--- config.mk ---
export PLATFORM = sky130hd
export DESIGN_NAME = edac_feedthrough
export DESIGN_NICKNAME = d
export VERILOG_FILES = /design/src/rtl/edac_pkg.sv /design/src/rtl/edac_encoder.sv /design/src/rtl/edac_decoder.sv /design/src/rtl/edac_bus_ctrl.sv /design/src/rtl/edac_feedthrough.sv
export SDC_FILE = /design/constraint.sdc
export NUM_CORES = 1
export LEC_CHECK = 0
export ABC_AREA = 1
export BUFFER_PORTS_ARGS = -buffer_cell sky130_fd_sc_hd__buf_2
export CORE_ASPECT_RATIO = 1.1
export CORE_MARGIN = 10
export CORE_UTILIZATION = 45
export DETAILED_ROUTE_END_ITERATION = 6
export PLACE_DENSITY = 0.88
export SLEW_MARGIN = 25
export SYNTH_ARGS = -nofsm -noshare
export SYNTH_HDL_FRONTEND = slang
export SYNTH_SLANG_ARGS = --single-unit
--- constraint.sdc ---
create_clock -name vclk -period 4.41
set_input_delay 0.882 -clock vclk [all_inputs]
set_output_delay 0.882 -clock vclk [all_outputs]
set_load 0.005 [all_outputs]
--- src/rtl/edac_pkg.sv ---
// Package: shared widths and the constant functions that define the
// odd-column-weight code. Assumes CHK_W is large enough that there are at
// least WORD_W weight-3 columns.
package edac_pkg;

    localparam int DATA_W = 16;
    localparam int WORD_W = DATA_W + 1;
    localparam int CHK_W  = 6;
    localparam int COL_WEIGHT = 3;

    // Count set bits of a column value.
    function automatic int col_pop(input logic [CHK_W-1:0] v);
        int n;
        n = 0;
        for (int b = 0; b < CHK_W; b++) begin
            n = n + int'(v[b]);
        end
        return n;
    endfunction

    // Column of word bit idx: idx-th weight-3 value in ascending order.
    function automatic logic [CHK_W-1:0] word_col(input int idx);
        int seen;
        logic [CHK_W-1:0] res;
        seen = 0;
        res  = '0;
        for (int v = 0; v < (1 << CHK_W); v++) begin
            if (col_pop(CHK_W'(v)) == COL_WEIGHT) begin
                if (seen == idx) begin
                    res = CHK_W'(v);
                end
                seen = seen + 1;
            end
        end
        return res;
    endfunction

    // Mask of word bits that feed check bit k.
    function automatic logic [WORD_W-1:0] row_mask(input int k);
        logic [WORD_W-1:0] m;
        logic [CHK_W-1:0]  c;
        m = '0;
        for (int i = 0; i < WORD_W; i++) begin
            c    = word_col(i);
            m[i] = c[k];
        end
        return m;
    endfunction

endpackage

--- src/rtl/edac_encoder.sv ---
// Module: check-bit generator. Each check bit is the parity of the word
// bits selected by its row of the code matrix. Purely combinational.
module edac_encoder
    import edac_pkg::*;
#(
    parameter int W = WORD_W,
    parameter int C = CHK_W
) (
    input  logic [W-1:0] word,
    output logic [C-1:0] chk
);

    for (genvar k = 0; k < C; k++) begin : g_row
        localparam logic [W-1:0] MASK = row_mask(k);
        // Parity of the masked word bits for check bit k.
        assign chk[k] = ^(word & MASK);
    end

endmodule

--- src/rtl/edac_decoder.sv ---
// Module: syndrome decoder and corrector. Assumes the check bits were
// made by edac_encoder. It flips the one word bit whose column matches
// the syndrome. A weight-1 syndrome is a check-bit error and is
// correctable. Any other nonzero syndrome is uncorrectable and leaves the
// word unchanged.
module edac_decoder
    import edac_pkg::*;
#(
    parameter int W = WORD_W,
    parameter int C = CHK_W
) (
    input  logic [W-1:0] word_in,
    input  logic [C-1:0] chk_in,
    input  logic         corr_en,
    output logic [W-1:0] word_out,
    output logic         single_err,
    output logic         multi_err
);

    logic [C-1:0] chk_calc;
    logic [C-1:0] syndrome;
    logic [W-1:0] hit;

    edac_encoder #(.W(W), .C(C)) u_recalc (
        .word (word_in),
        .chk  (chk_calc)
    );

    // Difference between recomputed and stored check bits.
    assign syndrome = chk_calc ^ chk_in;

    for (genvar i = 0; i < W; i++) begin : g_col
        localparam logic [C-1:0] COL = word_col(i);
        // Syndrome points at word bit i.
        assign hit[i] = (syndrome == COL);
    end

    // Classify the syndrome and repair the word when enabled.
    always_comb begin
        single_err = (syndrome != '0) && ((|hit) || $onehot(syndrome));
        multi_err  = (syndrome != '0) && !single_err;
        word_out   = corr_en ? (word_in ^ hit) : word_in;
    end

    // A zero syndrome must never alter the word.
    always_comb begin
        if (syndrome == '0) begin
            p_zero_syn_clean_r2: assert (word_out == word_in && !single_err && !multi_err)
                else $error("zero syndrome altered word");
        end
    end

endmodule

--- src/rtl/edac_bus_ctrl.sv ---
// Module: select gating, driver direction and flag policy. Assumes the
// decode results are valid only during a read. The external error is
// merged after the flag-enable gate, so it always reaches ncerr_n.
module edac_bus_ctrl (
    input  logic sel_a_n,
    input  logic sel_b_n,
    input  logic sel_c,
    input  logic rd_wr_n,
    input  logic flag_en,
    input  logic ext_err_n,
    input  logic single_err,
    input  logic multi_err,
    output logic pd_oe,
    output logic md_oe,
    output logic cerr_n,
    output logic ncerr_n
);

    logic selected;
    logic rd_report;

    // Decode the three-way select and direction into driver enables and flags.
    always_comb begin
        selected  = !sel_a_n && !sel_b_n && sel_c;
        pd_oe     = selected && rd_wr_n;
        md_oe     = selected && !rd_wr_n;
        rd_report = pd_oe && flag_en;
        cerr_n    = !(rd_report && single_err);
        ncerr_n   = !((rd_report && multi_err) || !ext_err_n);
    end

    // Driver, masking and merge invariants.
    always_comb begin
        p_oe_excl_r9: assert (!(pd_oe && md_oe))
            else $error("both drivers enabled");
        if (!flag_en) begin
            p_flag_mask_r7: assert (cerr_n && (ncerr_n == ext_err_n))
                else $error("flags not masked");
        end
        if (!ext_err_n) begin
            p_ext_merge_r8: assert (!ncerr_n)
                else $error("external error lost");
        end
    end

endmodule

--- src/rtl/edac_feedthrough.sv ---
// Module: top of the feedthrough corrector. Routes processor data to
// memory with generated check bits on writes. On reads it routes checked
// and corrected memory data to the processor. Purely combinational. Each
// bus is split into in, out and enable ports.
module edac_feedthrough
    import edac_pkg::*;
(
    input  logic [WORD_W-1:0] pd_in,
    output logic [WORD_W-1:0] pd_out,
    output logic              pd_oe,
    input  logic [WORD_W-1:0] md_in,
    output logic [WORD_W-1:0] md_out,
    input  logic [CHK_W-1:0]  cb_in,
    output logic [CHK_W-1:0]  cb_out,
    output logic              md_oe,
    input  logic              rd_wr_n,
    input  logic              sel_a_n,
    input  logic              sel_b_n,
    input  logic              sel_c,
    input  logic              corr_en,
    input  logic              flag_en,
    input  logic              ext_err_n,
    output logic              cerr_n,
    output logic              ncerr_n
);

    logic single_err;
    logic multi_err;

    edac_encoder #(.W(WORD_W), .C(CHK_W)) u_gen (
        .word (pd_in),
        .chk  (cb_out)
    );

    edac_decoder #(.W(WORD_W), .C(CHK_W)) u_dec (
        .word_in    (md_in),
        .chk_in     (cb_in),
        .corr_en    (corr_en),
        .word_out   (pd_out),
        .single_err (single_err),
        .multi_err  (multi_err)
    );

    edac_bus_ctrl u_ctl (
        .sel_a_n    (sel_a_n),
        .sel_b_n    (sel_b_n),
        .sel_c      (sel_c),
        .rd_wr_n    (rd_wr_n),
        .flag_en    (flag_en),
        .ext_err_n  (ext_err_n),
        .single_err (single_err),
        .multi_err  (multi_err),
        .pd_oe      (pd_oe),
        .md_oe      (md_oe),
        .cerr_n     (cerr_n),
        .ncerr_n    (ncerr_n)
    );

    // Write path: processor word feeds memory unchanged.
    assign md_out = pd_in;

    // Cross-module invariants.
    always_comb begin
        if (!corr_en) begin
            p_bypass_raw_r6: assert (pd_out == md_in)
                else $error("bypass altered data");
        end
        if (md_oe) begin
            p_write_mirror_r1: assert (md_out == pd_in && !pd_oe)
                else $error("write path mismatch");
        end
        if (ext_err_n) begin
            p_flag_excl_r5: assert (cerr_n || ncerr_n)
                else $error("both flags asserted");
        end
    end

endmodule

==> results of run 1 <==
-- timing repair --
| item | 4_1_cts | 5_1_grt |
|---|---|---|
| setup endpoints to repair | 2 | 2 |
| gates resized for setup | 18 | 4 |
| setup buffers | 3 | 0 |
| pin swaps | 18 | 7 |
-- per-layer routing --
layer | routed length [um] | GRT usage, % | vias to the layer above
met5 | 0 | 0 | -
met4 | 141 | 3.870 | 0
met3 | 546 | 3.651 | 10
met2 | 3098 | 29.72 | 81
met1 | 2166 | 15.71 | 918
li1 | - | - | 1089
-- cell families (layout without fill, tap and decap cells) --
kind of cell	Yosys count	in the layout	share of synthesized area [%]
simple gates	132	132	35.66
compound gates	5	5	1.894
fa+ha+maj	13	13	9.275
buf+inv	58	162	14.76
xor+xnor	84	84	38.41
-- Yosys cell counts (all sizes together) --
library cell	count
nand3b	3
nand3	27
fa	2
o21ai	2
nor2	13
nor3b	1
clkbuf	2
xor2	45
nor3	1
inv	38
o211ai	3
xnor2	39
nand2	81
ha	11
nand4	6
buf	18
-- final cells by class --
type                       count  area, um^2  share of cell area [%]
multi-input combinational    234        1702                   64.55
timing repair buffer         124       726.9                   27.57
inverter                      38       142.6                   5.411
tap                           52       65.06                   2.468
-- worst paths after layout --
check | startpoint | end | slack, ns | cells after the start
setup / recovery | md_in[0] | ncerr_n | -0.14 | 22
hold / removal | pd_in[8] | md_out[8] | 1.98 | 2
-- power by group --
part / internal [mW] / switching, mW / total [mW]
combinational: 0.367 / 0.425 / 0.793
sequential: 0 / 0 / 0
clock: 0 / 0 / 0
total: 0.367 / 0.425 / 0.793
-- stage by stage --
| step | cells | setup WS [ns] | hold WS (ns) |
|---|---|---|---|
| after CTS | 448 | -0.05858 | 1.989 |
| after detailed placement | 445 | -0.2790 | 1.989 |
| after global routing | 448 | -0.3794 | 1.998 |
| final | 448 | -0.1375 | 1.984 |
| after floorplan | 292 | 0.05661 | 1.795 |
| after global placement | 445 | -0.1149 | 1.987 |
==> summary.txt, run 1 <==
Routing
  • Post-Route WL: 5953 um
  • Via density: 4.683
  • WL per Instance: 13.29 um
  • DR vias: 2098
  • Initial DRC count: 79
  • Pre-Repair DR Iteration Count: 4
  • DRC: 0
  • Final ANT Viol Nets: 0

STA
  • Slew @ Worst Pin: 0.3154 ns
  • Slew HR: 78.82%
  • Final hold vios: 0
  • Total negative slack: -0.2031 ns
  • Final setup fails: 2
  • Max Slew Vio Count: 0
  • Fmax: 219.9 MHz
  • Final worst slack: -0.1375 ns
  • Min Tclk post-route: 4.548 ns
  • Period utilization: 103.1%
  • RSZ-0062 raised after global routing: yes

Place
  • DP HPWL: 5316 um
  • Port Buffer Count: 91
  • Placed Area: 2521 um^2
  • Routability cong.: 0.9401

Floorplanning
  • Initial Util: 47.61%
  • Placeable Area: 4024 um^2
  • Die height: 88.43 um
  • Die area: 7270 um^2
  • Chip width: 82.21 um
  • Row cnt: 24
  • I/O Pins: 91

Outcome
  • Status: finished with violations
  • Failing checks: negative setup slack

Global route
  • Largest net degree at the start of global routing: 18
  • Number of global-route vias before repair: 2204
  • Initial antenna violation count: 0
  • Global-route wire length before repair: 9335 um
  • Congestion Overflow GR: 0
  • GRT Overall Usage: 15.32%

Power and ir drop
  • Total power: 792.7 uW
  • Pwr/cell area: 300.7 nW/um^2
  • Leakage: 1.455 nW
  • Worst IR drop on VDD: 0.1396 mV

Setup path
  • Crit path top cell by count: nand2_1
  • Critical-path cell list: buf_8 > xnor2_4 > xor2_2 > xor2_1 > xor2_1 > xor2_1 > inv_1 > ha_1 > inv_2 > fa_2 > ha_2 > inv_2 > nand2_1 > nand2_1 > nor3_2 > inv_1 > nand2_1 > nor2_2 > nand4_1 > nand2_1 > inv_1 > buf_2
  • Critical path startpoint category: input port
  • Required @ worst endpoint: 3.53 ns
  • WP data arrival: 3.67 ns
  • CP delay by family, top: XOR/XNOR gates
  • CP Buf/Inv Count: 7
  • Crit-path slowest cell: fa_2
  • Critical Path Max Stage Delay: 0.33 ns
  • Worst Setup End Kind: primary output
  • CP max FO: 3
  • Crit Path Category: input port to primary output

Synth
  • Cells after synthesis: 292
  • Post-synthesis sequential area ratio: 0%
  • Synth cell types: 26
  • Synth Net Count: 352
  • Top-area cell type share of the netlist area: 20.57%
  • Mapped cell area: 1916 um^2
  • Syn_area_per_cell: 6.560 um^2
  • Synth warnings: 0
  • Cell taking the most area after synthesis: xor2_1
  • Top post-synthesis cells by area: xor2_1, xnor2_1, nand2_1

Final layout
  • Final-layout clock buffer total: 0
  • Leading cell types in the layout, fill and taps excluded: buf_2, nand2_1, xor2_1
  • Register area: 0 um^2
  • Most common cell after layout, fill and taps aside: buf_2
  • Area delta synth->final: 37.62%
  • Final Instance Area: 2636 um^2
  • FF+latch count: 0
  • Util after Layout: 65.52%
  • Diodes inserted: 0
  • Fill count: 359
  • Layout cells sized above 1: 43.43%
  • Number of nets in the layout: 458

Job
  • Max-cap violations: 0

Worst hold path
  • Hold Crit Class: input port to primary output

Clock network
  • Hold-fix buffers, CTS: 0
Power figures use the tool's default switching activity.
==> run 2: changes to the inputs <==
--- a/config.mk
+++ b/config.mk
@@ -7,10 +7,13 @@
 export LEC_CHECK = 0
 export ABC_AREA = 1
 export BUFFER_PORTS_ARGS = -buffer_cell sky130_fd_sc_hd__buf_2
+export CELL_PAD_IN_SITES_DETAIL_PLACEMENT = 1
+export CELL_PAD_IN_SITES_GLOBAL_PLACEMENT = 1
 export CORE_ASPECT_RATIO = 1.1
 export CORE_MARGIN = 10
-export CORE_UTILIZATION = 45
+export CORE_UTILIZATION = 30
 export DETAILED_ROUTE_END_ITERATION = 6
+export GPL_TIMING_DRIVEN = 0
 export PLACE_DENSITY = 0.88
 export SLEW_MARGIN = 25
 export SYNTH_ARGS = -nofsm -noshare
==> summary.txt, run 2 (synthesis results as in run 1) <==
Routing
  • Pre-Repair DR Iteration Count: 4 (unchanged)
  • Initial DRC count: 50 (was 79)
  • DR vias: 2138 (was 2098)
  • WL met3: 655 um (was 546 um)
  • DR top layer: met5 (was met4)
  • WL per Instance: 14.45 um (was 13.29 um)
  • Final ANT Viol Nets: 0 (unchanged)
  • Via density: 4.530 (was 4.683)
  • Metal2 WL: 3530 um (was 3098 um)
  • DRC: 0 (unchanged)
  • Post-Route WL: 6819 um (was 5953 um)
  • DRT met1 WL: 2509 um (was 2166 um)

Setup path
  • Required @ worst endpoint: 3.53 ns (about the same)
  • Crit Path Category: input port to primary output (unchanged)
  • Critical path startpoint category: input port (unchanged)
  • Critical-path cell list: buf_12 > xnor2_4 > xor2_1 > xor2_1 > xor2_1 > xor2_1 > inv_2 > ha_4 > fa_1 > ha_4 > inv_2 > nor2_1 > nor3_2 > inv_1 > nand2_1 > nor2_2 > nand4_1 > nand2_1 > inv_1 > buf_2 (was buf_8 > xnor2_4 > xor2_2 > xor2_1 > xor2_1 > xor2_1 > inv_1 > ha_1 > inv_2 > fa_2 > ha_2 > inv_2 > nand2_1 > nand2_1 > nor3_2 > inv_1 > nand2_1 > nor2_2 > nand4_1 > nand2_1 > inv_1 > buf_2)
  • WP data arrival: 3.73 ns (was 3.67 ns)
  • Stages on worst setup path: 20 (was 22)
  • Crit path top cell by count: xor2_1 (was nand2_1)
  • Crit-path slowest cell: fa_1 (was fa_2)
  • Worst Setup End Kind: primary output (unchanged)
  • CP delay by family, top: XOR/XNOR gates (unchanged)
  • CP startpoint: md_in[0] (unchanged)
  • CP Capture Point: ncerr_n (unchanged)
  • Critical Path Max Stage Delay: 0.53 ns (was 0.33 ns)
  • CP Buf/Inv Count: 6 (was 7)
  • CP max FO: 3 (unchanged)

Place
  • Setup WS pre-CTS: -0.4322 ns (was -0.2790 ns)
  • Port Buffer Count: 89 (was 91)
  • DP HPWL: 6001 um (was 5316 um)
  • DP Cell Count: 461 (was 445)
  • Routability cong.: 0.8392 (was 0.9401)

STA
  • RSZ-0062 raised after global routing: yes (unchanged)
  • Final hold slack: 2.006 ns (was 1.984 ns)
  • Final setup fails: 2 (unchanged)
  • Final hold vios: 0 (unchanged)
  • Slew @ Worst Pin: 0.4211 ns (was 0.3154 ns)
  • Fmax: 217.0 MHz (was 219.9 MHz)
  • Final worst slack: -0.1973 ns (was -0.1375 ns)
  • Min Tclk post-route: 4.607 ns (was 4.548 ns)
  • Period utilization: 104.5% (was 103.1%)
  • Slew HR: 71.93% (was 78.82%)
  • Max Slew Vio Count: 0 (unchanged)

Floorplanning
  • Initial Util: 30.93% (was 47.61%)
  • Chip width: 96.19 um (was 82.21 um)
  • Row cnt: 30 (was 24)
  • Die area: 9985 um^2 (was 7270 um^2)
  • Die height: 103.8 um (was 88.43 um)
  • I/O Pins: 91 (unchanged)
  • Placeable Area: 6193 um^2 (was 4024 um^2)

Global route
  • Number of global-route vias before repair: 2383 (was 2204)
  • Congestion Overflow GR: 0 (unchanged)
  • GRT Overall Usage: 12.93% (was 15.32%)
  • Initial antenna violation count: 1 (was 0)
  • Global-route wire length before repair: 11020 um (was 9335 um)
  • Largest net degree at the start of global routing: 11 (was 18)

Outcome
  • Status: finished with violations (unchanged)
  • Failing checks: negative setup slack (unchanged)

Worst hold path
  • Hold Crit Depth: 3 (was 2)
  • Hold Crit Class: input port to primary output (unchanged)

Final layout
  • Area delta synth->final: 40.63% (was 37.62%)
  • Multi-input gate area: 1758 um^2 (was 1702 um^2)
  • FF+latch count: 0 (unchanged)
  • Final-layout clock buffer total: 0 (unchanged)
  • Fill count: 846 (was 359)
  • Leading cell types in the layout, fill and taps excluded: buf_2, nand2_1, xor2_1 (unchanged)
  • Layout cells sized above 1: 43.37% (was 43.43%)
  • Register area: 0 um^2 (unchanged)
  • Most common cell after layout, fill and taps aside: buf_2 (unchanged)
  • Diodes inserted: 0 (unchanged)
  • Non-filler cells, final: 472 (was 448)
  • Util after Layout: 43.49% (was 65.52%)
  • Number of nets in the layout: 454 (was 458)

Power and ir drop
  • Leakage: 1.441 nW (was 1.455 nW)
  • Pwr/cell area: 311.6 nW/um^2 (was 300.7 nW/um^2)
  • Worst IR drop on VDD: 0.1948 mV (was 0.1396 mV)

Job
  • Max-cap violations: 0 (unchanged)
-- run 2: per-layer routing --
layer | vias up | GRT usage [%]
met5 | - | 0
met4 | 2 | 1.899
met3 | 8 | 4.477
met2 | 65 | 24.02
met1 | 988 | 13.49
li1 | 1075 | -
-- run 2: what timing repair did --
action / CTS / global route
gates resized for setup: 21 / 9
setup endpoints to repair: 2 / 2
pin swaps: 19 / 10
hold buffers: 0 / 0
cloned: 0 / 0
buffers inserted: 8 / 3
-- run 2: worst min path at each step --
stage,to,slack (ns),from
final,md_oe,2.01,rd_wr_n
after global routing,md_oe,2.03,rd_wr_n
after CTS,md_oe,2.01,rd_wr_n
after detailed placement,md_oe,2.01,rd_wr_n
after global placement,md_oe,2.00,rd_wr_n
after floorplan,md_oe,1.80,rd_wr_n
-- run 2: power by group --
group	internal, mW	switching [mW]	total [mW]
Clock	0	0	0
Sequential	0	0	0
Combinational	0.383	0.456	0.839
-- run 2: metrics by stage --
| stage | instance area [um^2] | setup TNS (ns) | total power [mW] |
|---|---|---|---|
| finish | 2694 | -0.3353 | 0.8393 |
| global route | 2694 | -0.7423 | 0.9299 |
| CTS | 2619 | -0.1331 | 0.7911 |
| detailed placement | 2461 | -0.8009 | 0.6656 |
| global placement | 2461 | -0.6249 | 0.6310 |
| floorplan | 1916 | 0 | 0.4664 |
-- run 2: worst min-delay path, cell delays in order --
cell    delay [ns]
buf_2         0.09
nor2_1        0.04
buf_2         0.12
-- run 2: area by class of cell --
type | count | share of cell area [%]
inverter | 38 | 5.295
multi-input combinational | 234 | 65.26
buffer | 20 | 5.202
timing repair buffer | 100 | 20.53
tap | 80 | 3.716
